[src/rtl/brk_seq_ctl.sv]
module brk_seq_ctl #(
  parameter int AW = 32,
  parameter int DW = 32,
  parameter int RW = 3
) (
  input  logic          clk,
  input  logic          rst_n,
  input  logic [RW-1:0] reg_addr,
  input  logic          reg_we,
  input  logic [31:0]   reg_wdata,
  output logic [31:0]   reg_rdata,
  input  logic          fetch_valid,
  input  logic [AW-1:0] fetch_pc,
  input  logic          data_valid,
  input  logic [DW-1:0] data_bus,
  input  logic          retire,
  output logic          break_req,
  output logic          flag_a,
  output logic          flag_b
);
  localparam int BIT_TIM_A = 10;
  localparam int BIT_DAT_B = 7;
  localparam int BIT_TIM_B = 6;
  localparam int BIT_SEQ   = 3;
  localparam logic [31:0] CTL_MASK = (32'd1 << BIT_TIM_A) | (32'd1 << BIT_DAT_B)
                                   | (32'd1 << BIT_TIM_B) | (32'd1 << BIT_SEQ);
  localparam logic [RW-1:0] A_CTL = RW'(0);
  localparam logic [RW-1:0] A_STA = RW'(1);
  localparam logic [RW-1:0] A_PCA = RW'(2);
  localparam logic [RW-1:0] A_PCB = RW'(3);
  localparam logic [RW-1:0] A_DTB = RW'(4);

  logic [31:0]   ctl_q;
  logic [AW-1:0] pc_a_q, pc_b_q;
  logic [DW-1:0] dat_b_q;
  logic          flag_a_q, flag_b_q, armed_q, pend_a_q, pend_b_q;

  wire tim_a = ctl_q[BIT_TIM_A];
  wire tim_b = ctl_q[BIT_TIM_B];
  wire dat_en = ctl_q[BIT_DAT_B];
  wire seq   = ctl_q[BIT_SEQ];

  wire hit_a = fetch_valid && (fetch_pc == pc_a_q);
  wire hit_b = fetch_valid && (fetch_pc == pc_b_q)
               && (!dat_en || (data_valid && data_bus == dat_b_q));
  wire ev_a  = hit_a;
  wire ev_b  = hit_b && (!seq || armed_q);
  wire brk_a = ev_a && !seq;

  wire sta_we  = reg_we && reg_addr == A_STA;
  wire clr_a   = sta_we && !reg_wdata[0];
  wire clr_b   = sta_we && !reg_wdata[1];

  assign break_req = (brk_a && !tim_a) || (ev_b && !tim_b)
                   || (retire && (pend_a_q || pend_b_q));
  assign flag_a = flag_a_q;
  assign flag_b = flag_b_q;

  always_ff @(posedge clk or negedge rst_n) begin
    if (!rst_n) begin
      ctl_q   <= '0;
      pc_a_q  <= '0;
      pc_b_q  <= '0;
      dat_b_q <= '0;
    end else if (reg_we) begin
      case (reg_addr)
        A_CTL: ctl_q   <= reg_wdata & CTL_MASK;
        A_PCA: pc_a_q  <= AW'(reg_wdata);
        A_PCB: pc_b_q  <= AW'(reg_wdata);
        A_DTB: dat_b_q <= DW'(reg_wdata);
        default: ;
      endcase
    end
  end

  always_ff @(posedge clk or negedge rst_n) begin
    if (!rst_n) begin
      flag_a_q <= 1'b0;
      flag_b_q <= 1'b0;
      armed_q  <= 1'b0;
      pend_a_q <= 1'b0;
      pend_b_q <= 1'b0;
    end else begin
      flag_a_q <= (flag_a_q && !clr_a) || ev_a;
      flag_b_q <= (flag_b_q && !clr_b) || ev_b;
      armed_q  <= (seq && ev_a) || (armed_q && !ev_b && !clr_a);
      pend_a_q <= (pend_a_q && !retire) || (brk_a && tim_a);
      pend_b_q <= (pend_b_q && !retire) || (ev_b && tim_b);
    end
  end

  always_comb begin
    case (reg_addr)
      A_CTL:   reg_rdata = ctl_q;
      A_STA:   reg_rdata = {30'd0, flag_b_q, flag_a_q};
      A_PCA:   reg_rdata = 32'(pc_a_q);
      A_PCB:   reg_rdata = 32'(pc_b_q);
      A_DTB:   reg_rdata = 32'(dat_b_q);
      default: reg_rdata = '0;
    endcase
  end

  AST_BEFORE_A_SAME_CYCLE: assert property (@(posedge clk) disable iff (!rst_n)
    (fetch_valid && fetch_pc == pc_a_q && !ctl_q[BIT_TIM_A] && !ctl_q[BIT_SEQ]) |-> break_req);
  AST_PEND_HELD: assert property (@(posedge clk) disable iff (!rst_n)
    (pend_a_q && !retire) |=> pend_a_q);
  AST_SEQ_B_AFTER_A: assert property (@(posedge clk) disable iff (!rst_n)
    ($rose(flag_b_q) && $past(ctl_q[BIT_SEQ])) |-> $past(flag_a_q));
  AST_RSVD_ZERO: assert property (@(posedge clk) disable iff (!rst_n)
    (reg_addr == A_CTL) |-> ((reg_rdata & ~CTL_MASK) == 32'd0));
  AST_FLAG_STICKY: assert property (@(posedge clk) disable iff (!rst_n)
    (flag_a_q && !(reg_we && reg_addr == A_STA && !reg_wdata[0])) |=> flag_a_q);
endmodule

[config.mk]
export PLATFORM = sky130hd
export DESIGN_NAME = brk_seq_ctl
export DESIGN_NICKNAME = d
export VERILOG_FILES = /design/src/rtl/brk_seq_ctl.sv
export SDC_FILE = /design/constraint.sdc
export NUM_CORES = 1
export LEC_CHECK = 0
export BUFFER_PORTS_ARGS = -buffer_cell sky130_fd_sc_hd__buf_2
export CAP_MARGIN = 30
export CORE_MARGIN = 2
export CORE_UTILIZATION = 54
export DETAILED_ROUTE_END_ITERATION = 7
export GPL_TIMING_DRIVEN = 0
export PLACE_DENSITY = 0.81
export SETUP_SLACK_MARGIN = 0.3
export SYNTH_ARGS = -nofsm -noshare
export SYNTH_HDL_FRONTEND = slang
export SYNTH_SLANG_ARGS = --single-unit
export TNS_END_PERCENT = 50
[constraint.sdc]
create_clock -name clk -period 3.12 [get_ports clk]
set_input_delay 0.624 -clock clk [delete_from_list [all_inputs] [get_ports clk]]
set_output_delay 0.624 -clock clk [all_outputs]
set_load 0.005 [all_outputs]
==> results_dict.tcl <==
set metrics [dict create \
    crit_slowest_cell "or4_4" \
    num_io_pins 140 \
    rsz0062_at_grt "yes" \
    ir_worst_vdd_v 0.000361 \
    leakagePower_nw 3.20 \
    port_buffers 139 \
    finClkSkew_ns 0.0113 \
    grt_start_max_net_pins 75 \
    path_buf_inv 1 \
    instances_no_fill 792 \
    antenna_violating_nets_post_route 0 \
    routed_wirelength_mm 17.1 \
    rrSetupSlack_ns 0.69 \
    diodes 0 \
    synth_top_area_share_pct 45.9 \
    dp_hpwl_mm 13.0 \
    htreeDepth 3 \
    grt_pass1_vias 4789 \
    cp_max_fo 3 \
    drive_gt1_share_pct 43.9 \
    power.density_nw_per_um2 558 \
    hold_violations 0 \
    regArea_um2 2630 \
    synth_top_area_cell "dfrtp_1" \
    multi_input_area_um2 3070 \
    die-width_um 107 \
    crit_path_max_incr_delay_ns 0.57 \
    path_class "reg -> out" \
    die_area_um2 11500 \
    final_util_pct 67.3 \
    cts-root-buf "clkbuf_8" \
    clkLatencyLatePin_ns 0.39 \
    antenna_found_initial 0 \
    ys_types 32 \
    required_ns 2.50 \
    outcome "complete, but fails checks" \
    finalSetupViolCount 1 \
    vias_per_cell 5.90 \
    final.setup.worst_slack_ns -0.149 \
    grt_use_total_pct 30.7 \
    arrival_ns 2.64 \
    syn_nets 599 \
    cp.depth 7 \
    cp-end-kind "output port" \
    synth.avg_cell_area_um2 11.6 \
    firstDrtPassIters 5 \
    fmax_mhz 306 \
    gp_congestion 0.955 \
    drc 0 \
    fin_crit_ns 3.27 \
    first_iter_violations 306 \
    violations "setup timing" \
    area_growth_pct 21.2 \
    rows 37 \
    cts_hold_buf 0 \
    dp_cells 770 \
    yosysMostFrequentCell "dfrtp_1" \
    maxSlewHeadroom_pct 40.7 \
    synth-seq-cells 105 \
    async_reset_ff_share_pct 100 \
    initial_core_util_pct 55.5 \
    worstPathCellList "xor2_1, nor4_1, nand4_1, o31a_1, or4_4, o21ai_2, buf_2" \
    ff2ff_path_depth 6 \
    vias 4673 \
    tightest_slew_ns 0.889 \
    pre_cts_slack_ns -0.152 \
    wl_per_cell_um 21.6 \
    p_total_mw 3.87 \
    maxCapViolations 0 \
    synth_area_um2 5730 \
    synth_flop_cell "dfrtp_1" \
    core_region_area_um2 10300 \
    synth.area.top_cells "dfrtp_1 46%, mux2_2 19%, xor2_1 8.6%" \
    ys_warn_count 0 \
    cts_tree "built" \
    cts_num_sinks 105 \
    maxSlewViolCount 0 \
    fill_cells 799 \
    cp-startpoint "dat_b_q[20]" \
    synthCells 494 \
    cp-endpoint "break_req" \
    fin_crit_sh_pct 105 \
    r2r-end "armed_q" \
    die_h_um 107 \
    seq_area_frac_synth_pct 45.9 \
    overflow 0 \
    synthTopCellsByCount "105 x dfrtp_1, 97 x mux2_2, 56 x xor2_1, 40 x xnor2_1, 37 x nand2_1" \
    start_kind "flop" \
    synth_edf_count 0 \
    rr_startpoint "dat_b_q[20]" \
    cp_top_family "simple AND/OR/NAND/NOR gates" \
    nNetsFinal 756 \
    cts.path.max_buffers 2 \
    hold_path_class "in -> async" \
    cts_buffers 9 \
    grt_first_pass_wirelength_mm 25.9 \
    path_clk_slew_ns 0.09 \
]
-- layout make-up --
cell class	instances	share of cell area, %
clock inverter	5	0.811
tap	136	2.45
sequential	105	37.8
multi-input combinational	364	44.3
inverter	3	0.162
buffer	22	1.48
timing repair buffer	146	11.1
clock buffer	11	1.89
-- cells by family after synthesis --
family	Yosys count	share of synthesized area, %
AO/OA/AOI/OAI	48	4.74
multiplexers	131	25.0
buffers and inverters	25	1.79
XOR/XNOR	96	14.7
flip-flops	105	45.9
AND/OR/NAND/NOR	89	7.88
-- how the worst min path moves through the flow --
stage,start,endpoint,cells past startpoint
after floorplan,rst_n,armed_q,0
after global placement,pend_a_q,pend_a_q,1
after detailed placement,pend_b_q,pend_b_q,1
after CTS,rst_n,pc_b_q[2],1
after global routing,rst_n,pc_b_q[2],1
final,rst_n,pend_a_q,1
-- metrics by stage --
| stage | cell area [um^2] | hold WS (ns) | TNS [ns] |
|---|---|---|---|
| global route | 6940 | 0.198 | -0.246 |
| finish | 6940 | 0.180 | -0.149 |
| floorplan | 5730 | 0.328 | 0 |
| detailed placement | 6630 | 0.499 | -1.43 |
| global placement | 6600 | 0.485 | -1.02 |
| CTS | 6910 | 0.182 | -0.0682 |
-- metal layers --
metal	share of wire (%)	vias up	global-route usage (%)
met5	0	-	0
met4	3.2	0	10.8
met3	8.1	40	7.48
met2	49	222	52.3
met1	39	2357	38.0
li1	-	2054	-
-- flip-flops by register name, indices dropped and copies added, names as in the netlist --
| signal | flops |
|---|---|
| flag_b | 1 |
| pc_b_q | 32 |
| dat_b_q | 32 |
| armed_q | 1 |
| pend_b_q | 1 |
| pend_a_q | 1 |
| pc_a_q | 32 |
| flag_a | 1 |
| ctl_q | 4 |
-- timing repair --
action / in CTS / in global routing
setup endpoints to repair: 27 / 11
gates resized for setup: 16 / 8
hold endpoints to repair: 0 / 0
pin swaps: 11 / 8
setup buffers: 5 / 1
-- layout by cell type, fill, tap and decap left out, drive strengths merged, types with 11 or more instances in the layout --
| master | n |
|---|---|
| dfrtp | 105 |
| nand4 | 11 |
| xnor2 | 40 |
| clkbuf | 24 |
| o21ai | 34 |
| mux2i | 32 |
| nand2 | 37 |
| nor4 | 16 |
| buf | 155 |
| mux2 | 99 |
| xor2 | 56 |
-- power breakdown --
part	internal (mW)	switching (mW)	leakage (nW)
sequential	1.65	0.282	1.27
combinational	0.581	0.525	1.83
clock	0.371	0.466	0.0933
No activity file was read; power rests on OpenSTA's default activity.
